<file path="src/rtl/winwdg_pkg.sv">
package winwdg_pkg;
    // Reason for a reset request in the current cycle, highest priority first.
    typedef enum logic [1:0] {
        CAUSE_NONE    = 2'd0,
        CAUSE_BADLOAD = 2'd1,
        CAUSE_EARLY   = 2'd2,
        CAUSE_EXPIRE  = 2'd3
    } cause_e;
endpackage

</file>
<file path="src/rtl/winwdg_count.sv">
module winwdg_count #(
    parameter int CNT_W = 7
) (
    input  logic             en_q,
    input  logic             tick_i,
    input  logic             we_i,
    input  logic [CNT_W-1:0] wdata_i,
    input  logic [CNT_W-1:0] cnt_q,
    output logic [CNT_W-1:0] cnt_d,
    output logic             expire_o
);
    localparam logic [CNT_W-1:0] EDGE_VAL = {1'b1, {(CNT_W-1){1'b0}}};

    always_comb begin
        cnt_d    = cnt_q;
        expire_o = 1'b0;
        if (we_i) begin
            cnt_d = wdata_i;
        end else if (en_q && tick_i) begin
            cnt_d    = cnt_q - 1'b1;
            expire_o = (cnt_q == EDGE_VAL);
        end
    end
endmodule

</file>
<file path="src/rtl/winwdg_fault.sv">
module winwdg_fault
    import winwdg_pkg::*;
#(
    parameter int CNT_W = 7
) (
    input  logic             en_q,
    input  logic             en_d,
    input  logic             we_i,
    input  logic [CNT_W-1:0] wdata_i,
    input  logic [CNT_W-1:0] cnt_q,
    input  logic [CNT_W-1:0] win_q,
    input  logic             expire_i,
    output cause_e           cause_o
);
    logic early;
    logic badload;

    always_comb begin
        early   = we_i && en_q && (cnt_q > win_q);
        badload = we_i && en_d && !wdata_i[CNT_W-1];
        if (badload)       cause_o = CAUSE_BADLOAD;
        else if (early)    cause_o = CAUSE_EARLY;
        else if (expire_i) cause_o = CAUSE_EXPIRE;
        else               cause_o = CAUSE_NONE;
    end
endmodule

</file>
<file path="src/rtl/winwdg_top.sv">
module winwdg_top
    import winwdg_pkg::*;
#(
    parameter int CNT_W = 7
) (
    input  logic             clk,
    input  logic             rst_n,
    input  logic             tick_i,
    input  logic             hw_en_i,
    input  logic             cnt_we_i,
    input  logic [CNT_W:0]   cnt_wdata_i,
    input  logic             win_we_i,
    input  logic [CNT_W-1:0] win_wdata_i,
    output logic [CNT_W-1:0] count_o,
    output logic [CNT_W-1:0] win_o,
    output logic             en_o,
    output logic             rst_req_o
);
    localparam int               ARM_BIT  = CNT_W;
    localparam logic [CNT_W-1:0] INIT_VAL = {CNT_W{1'b1}};

    typedef struct packed {
        logic             en;
        logic [CNT_W-1:0] cnt;
        logic [CNT_W-1:0] win;
        logic             req;
    } state_t;

    state_t state_d, state_q;
    logic [CNT_W-1:0] cnt_next;
    logic             expire;
    cause_e           cause;

    winwdg_count #(.CNT_W(CNT_W)) u_count (
        .en_q     (state_q.en),
        .tick_i   (tick_i),
        .we_i     (cnt_we_i),
        .wdata_i  (cnt_wdata_i[CNT_W-1:0]),
        .cnt_q    (state_q.cnt),
        .cnt_d    (cnt_next),
        .expire_o (expire)
    );

    winwdg_fault #(.CNT_W(CNT_W)) u_fault (
        .en_q     (state_q.en),
        .en_d     (state_d.en),
        .we_i     (cnt_we_i),
        .wdata_i  (cnt_wdata_i[CNT_W-1:0]),
        .cnt_q    (state_q.cnt),
        .win_q    (state_q.win),
        .expire_i (expire),
        .cause_o  (cause)
    );

    always_comb begin
        state_d     = state_q;
        // Arming is sticky: only rst_n clears it.
        state_d.en  = state_q.en | hw_en_i | (cnt_we_i & cnt_wdata_i[ARM_BIT]);
        state_d.cnt = cnt_next;
        if (win_we_i) state_d.win = win_wdata_i;
        state_d.req = (cause != CAUSE_NONE);
    end

    always_ff @(posedge clk or negedge rst_n) begin
        if (!rst_n) begin
            state_q.en  <= 1'b0;
            state_q.cnt <= INIT_VAL;
            state_q.win <= INIT_VAL;
            state_q.req <= 1'b0;
        end else begin
            state_q <= state_d;
        end
    end

    assign count_o   = state_q.cnt;
    assign win_o     = state_q.win;
    assign en_o      = state_q.en;
    assign rst_req_o = state_q.req;
endmodule

</file>
<file path="config.mk">
export PLATFORM = sky130hd
export DESIGN_NAME = winwdg_top
export DESIGN_NICKNAME = d
export VERILOG_FILES = /design/src/rtl/winwdg_pkg.sv /design/src/rtl/winwdg_count.sv /design/src/rtl/winwdg_fault.sv /design/src/rtl/winwdg_top.sv
export SDC_FILE = /design/constraint.sdc
export NUM_CORES = 1
export LEC_CHECK = 0
export ABC_AREA = 1
export BUFFER_PORTS_ARGS = -buffer_cell sky130_fd_sc_hd__buf_4
export CAP_MARGIN = 15
export CORE_MARGIN = 8
export CORE_UTILIZATION = 48
export CTS_CLUSTER_DIAMETER = 120
export DETAILED_ROUTE_END_ITERATION = 16
export PLACE_DENSITY_LB_ADDON = 0.1
export SLEW_MARGIN = 20
export SYNTH_ARGS = -nofsm -noshare
export SYNTH_HDL_FRONTEND = slang
export SYNTH_SLANG_ARGS = --single-unit
</file>
<file path="constraint.sdc">
create_clock -name clk -period 1.73 [get_ports clk]
set_input_delay 0.519 -clock clk [delete_from_list [all_inputs] [get_ports clk]]
set_output_delay 0.519 -clock clk [all_outputs]
set_load 0.01 [all_outputs]
</file>
After elaboration in Yosys (flattened, before gate mapping)
Cells that the tools add are included.

word-level totals
  flip-flop bits (word level) = 16
  input port bits = 21
  output and inout bits = 16
  word-level logic and storage cells = 25

cells by class
  $add $sub $neg = 1
  $lt $le $gt $ge = 1
  equality and inequality tests = 1
  muxes and demuxes = 7
  bitwise logic cells = 3
  reduce and logical (&&, ||, !) cells = 8

operators by type and width
  kind                                                                number
  7-bit 2-to-1 mux                                                    2
  7-bit equality test, second input constant                          1
  7-bit > comparator                                                  1
  7-bit by 1-bit subtractor with 7-bit output, second input constant  1
  2-bit 2-to-1 mux                                                    3
  1-bit logical AND                                                   5
  2-bit nonzero test                                                  2
  1-bit 2-to-1 mux                                                    2
  1-bit bitwise OR                                                    2
  1-bit AND                                                           1
  1-bit zero test                                                     1

Depth between registers and ports, before layout
  word-level depth = 7
  mapped depth = 9
  mapped depth without buffers = 9

Modules after synthesis
Synthesis repeated with hierarchy kept, for this count alone.

second synthesis, totals
  cells, all modules = 144
  area total of the unflattened synthesis = 1064.8 um^2

by module, submodules not included
  module        instances  cells each  area each (um^2)
  winwdg_top    1          43          529.3
  winwdg_count  1          57          294.0
  winwdg_fault  1          44          241.5

Worst setup path before layout
Ideal clock, no wire load.

  path kind = register -> register
  from = register state_q, in the netlist win_o[6]
  to = register state_q, in the netlist rst_req_o
  library setup time = 0.117 ns
  arrival time = 1.225 ns
  slack = 0.387 ns
  stages on the path, launching flop included = 9
  path buffers = 0
  clock period less this slack = 1.343 ns
  cell sequence = dfstp_2 -> inv_1 -> ha_1 -> nand2_1 -> inv_1 -> a21oi_1 -> nand2_1 -> nand2_1 -> nand2_1

RTL lines
  item                      RTL line          source
  start: declaration        winwdg_top.sv:29  state_t state_d, state_q;
  start signal: assignment  winwdg_top.sv:71  state_q <= state_d;

Final worst setup path
  from = register state_q, in the netlist count_o[4]
  to = output port count_o[4]

RTL lines
  item              RTL line          source
  end: declaration  winwdg_top.sv:14  output logic [CNT_W-1:0] count_o,

No word-level cell between the ends.

==> results_dict.tcl <==
set metrics [dict create \
    result_of_the_run "completed" \
    cts-resized-gates 0 \
    final-setup-viol-count 0 \
    synth_async_sr_flop_share_pct 100 \
    powerDensity_nw_per_um2 810 \
    post_cts_hold_buffer_count 0 \
    clock_skew_ns 0.00385 \
    fmax_ghz 0.639 \
    setup.worst_path.class "flop to output pin" \
    cp_top_family "flip-flops" \
    worstPathRequired_ns 1.21 \
    reg2reg_depth 8 \
    io-pin-count 37 \
    setup_bufs_post_cts 0 \
    mappedNetlistNets 162 \
    power_report.internal_total_uw 730 \
    globalRouteTotalUtil_pct 14.5 \
    finish.utilization_pct 67.9 \
    combPwrFrac_pct 31.7 \
    synth_xor_area_share_pct 0.857 \
    antenna-diode-count 0 \
    critical_path_cell_count 1 \
    design.die.area_um2 3860 \
    synthDominantCellAreaShare_pct 36.0 \
    grt_max_degree 17 \
    synth_enable_flop_cells 0 \
    min_period_ns 1.56 \
    fillers 175 \
    yosys_warnings 0 \
    dominant_combinational_cell_family_by_area_after_synthesis "simple AND/OR/NAND/NOR gates" \
    layout-drive-gt1-share_pct 34.7 \
    clk-insertion-delay-late_ns 0.30 \
    critPathCapture "count_o[4]" \
    first_global_vias 1042 \
    dp_slack_ns 0.343 \
    avgRoutedWirePerCell_um 13.5 \
    die_width_um 62.2 \
    synth.top_cells.by_count "36 x sky130_fd_sc_hd__nand2_1, 20 x sky130_fd_sc_hd__inv_1, 14 x sky130_fd_sc_hd__dfstp_2, 12 x sky130_fd_sc_hd__nand3_1, 12 x sky130_fd_sc_hd__nor2_1" \
    synth.yosys.seq_area_share_pct 40.9 \
    max-cap-violations 0 \
    critical-path-slowest-cell "sky130_fd_sc_hd__dfstp_2" \
    rsz0062_at_grt "no" \
    hold_class "primary input to asynchronous set/reset pin" \
    total_leakage_power_uw 0.000698 \
    layout_worst_path_cycle_share_pct 90.4 \
    yosysMostFrequentCell "sky130_fd_sc_hd__nand2_1" \
    drt-initial-drc-count 52 \
    drv_slew 0 \
    antenna_violating_nets_post_route 0 \
    worst_setup_path_start_kind "flop" \
    first_pass_grt_wire_length_um 4610 \
    r2r-end "rst_req_o" \
    report.final.hold_viol_count 0 \
    drt_drc_violations_left 0 \
    buffer_ports.inserted 36 \
    r2r_slack_ns 0.33 \
    timing.critical_path.slowest_cell_delay_ns 0.60 \
    synthesis.area_um2 1020 \
    cts.reportedPaths.clkPinSlew_ns 0.10 \
    final_nets 201 \
    power_frac_clock_pct 23.8 \
    std_cell_rows 16 \
    critical_path.max_fanout 5 \
    detail_route.first_pass.iterations 4 \
    most_used_flip_flop_cell_after_synthesis "sky130_fd_sc_hd__dfstp_2" \
    synth_compound_gate_area_share_pct 8.57 \
    power_frac_seq_pct 44.5 \
    floorplan.core_area_um2 1980 \
    post-synth-top-area-cell "sky130_fd_sc_hd__dfstp_2" \
    numClockSinks 16 \
    areaGrowthSynthToFinish_pct 31.7 \
    end_kind "output pin" \
    netSwitchingPower_uw 360 \
    setup-tns-final_ns 0 \
    yosys_register_bits 16 \
    synth_simple_gate_area_share_pct 28.6 \
    hpwlAfterDp_um 2110 \
    muxShareOfSynthArea_pct 1.10 \
    via_per_inst 4.98 \
    crit_start "count_o[4]" \
    gp_congestion 0.904 \
    cts-root-buf "sky130_fd_sc_hd__clkbuf_4" \
    start_util_pct 51.6 \
    synthAdderAreaFrac_pct 11.0 \
    switching_share_pct 33.0 \
    total_number_of_h_tree_levels 1 \
    grt_antenna_before_repair 0 \
    worst_slew_margin_rel_pct 82.5 \
    r2r-start "win_o[4]" \
    routed_wire_length_um 2650 \
    syn_avg_cell_area_um2 7.74 \
    grt.overflow.total 0 \
    syn-instance-count 132 \
    num_vias 982 \
    worstPathCellList "buf_4" \
    worstPathArrival_ns 1.04 \
    power.ir.vdd_worst_v 0.000622 \
    worst-slew-pin-transition_ns 0.262 \
    unique_masters_post_synth 19 \
    setup_slack_ns 0.166 \
    cts_made_buffers 3 \
    path_buf_inv 1 \
    die_height_um 62.2 \
    cts.path.max_buffers 2 \
    cell_types_with_the_largest_area_share_after_synthesis "sky130_fd_sc_hd__dfstp_2 36%, sky130_fd_sc_hd__nand2_1 13%, sky130_fd_sc_hd__ha_1 11%" \
    tritoncts "built" \
]
## logic make-up (layout without fill, tap and decap cells)
kind of cell	Yosys count	in the layout
buffers and inverters	22	60
adders and majority gates	9	9
and+or+nand+nor	67	67
muxes	1	1
DFF	16	16
AOI/OAI and AO/OA	16	16
xor gates and xnor gates	1	1
## power by group through the flow
stage	Sequential, µW	Clock (µW)	Combinational [µW]
2_1_floorplan	500	0	179
3_3_place_gp	489	0	334
3_5_place_dp	491	0	348
4_1_cts	485	267	349
5_1_grt	492	287	397
6_report	485	260	345
## through the flow
step	instance area [µm²]	instances	total power (µW)	hold WS (ns)
6_report	1350	197	1090	0.0587
5_1_grt	1350	197	1180	0.0553
4_1_cts	1350	197	1100	0.0606
3_5_place_dp	1310	193	838	0.391
3_3_place_gp	1310	193	823	0.390
2_1_floorplan	1020	132	679	0.223
## layout make-up
cell class	count	area, µm²	area share [%]
clock buffer	4	36.3	2.70
tap	27	33.8	2.51
timing repair buffer	36	270	20.1
multi-input combinational	94	513	38.1
inverter	20	75.1	5.58
sequential	16	418	31.0
## worst min path at each step
stage | from | endpoint | cells after the start
after global routing | rst_n | rst_req_o | 1
after floorplan | rst_n | en_o | 0
final | rst_n | rst_req_o | 1
after CTS | rst_n | rst_req_o | 1
after detailed placement | rst_n | en_o | 1
after global placement | rst_n | en_o | 1
## worst reg2reg max path, stage by stage, from the launching register on
cell                      delay [ns]
sky130_fd_sc_hd__dfstp_2        0.54
sky130_fd_sc_hd__inv_1          0.05
sky130_fd_sc_hd__ha_1           0.29
sky130_fd_sc_hd__nand2_1        0.07
sky130_fd_sc_hd__nand2_1        0.05
sky130_fd_sc_hd__a21oi_1        0.12
sky130_fd_sc_hd__nand2_1        0.07
sky130_fd_sc_hd__nand2_1        0.05
sky130_fd_sc_hd__nand2_1        0.05
## flip-flops by register name, summed over array words and instances (netlist names)
register and count:
rst_req_o 1, count_o 7, win_o 7, en_o 1
## metal layers
| layer | up-vias | part of all wire (%) | wire length [µm] | GRT usage [%] |
|---|---|---|---|---|
| li1 | 500 | - | - | - |
| met1 | 444 | 42 | 1100 | 16.2 |
| met2 | 30 | 51 | 1360 | 24.3 |
| met3 | 8 | 5.5 | 147 | 4.30 |
| met4 | 0 | 1.7 | 46 | 7.58 |
| met5 | - | 0 | 0 | 0 |
## layout by cell type (no fill, tap or decap)
| master | n |
|---|---|
| sky130_fd_sc_hd__clkbuf_4 | 3 |
| sky130_fd_sc_hd__o211ai_1 | 3 |
| sky130_fd_sc_hd__inv_1 | 20 |
| sky130_fd_sc_hd__nand2_4 | 1 |
| sky130_fd_sc_hd__xor2_1 | 1 |
| sky130_fd_sc_hd__nor3_1 | 1 |
| sky130_fd_sc_hd__mux2_2 | 1 |
| sky130_fd_sc_hd__nor2_1 | 12 |
| sky130_fd_sc_hd__ha_1 | 9 |
| sky130_fd_sc_hd__buf_4 | 36 |
| sky130_fd_sc_hd__clkbuf_8 | 1 |
| sky130_fd_sc_hd__a21oi_1 | 4 |
| sky130_fd_sc_hd__o21ai_0 | 9 |
| sky130_fd_sc_hd__nand2_2 | 2 |
| sky130_fd_sc_hd__dfrtp_1 | 2 |
| sky130_fd_sc_hd__nand2_1 | 36 |
| sky130_fd_sc_hd__nand3_1 | 12 |
| sky130_fd_sc_hd__dfstp_2 | 14 |
| sky130_fd_sc_hd__nor2_4 | 1 |
| sky130_fd_sc_hd__nand4_1 | 2 |
(Power assumes the default switching activity.)
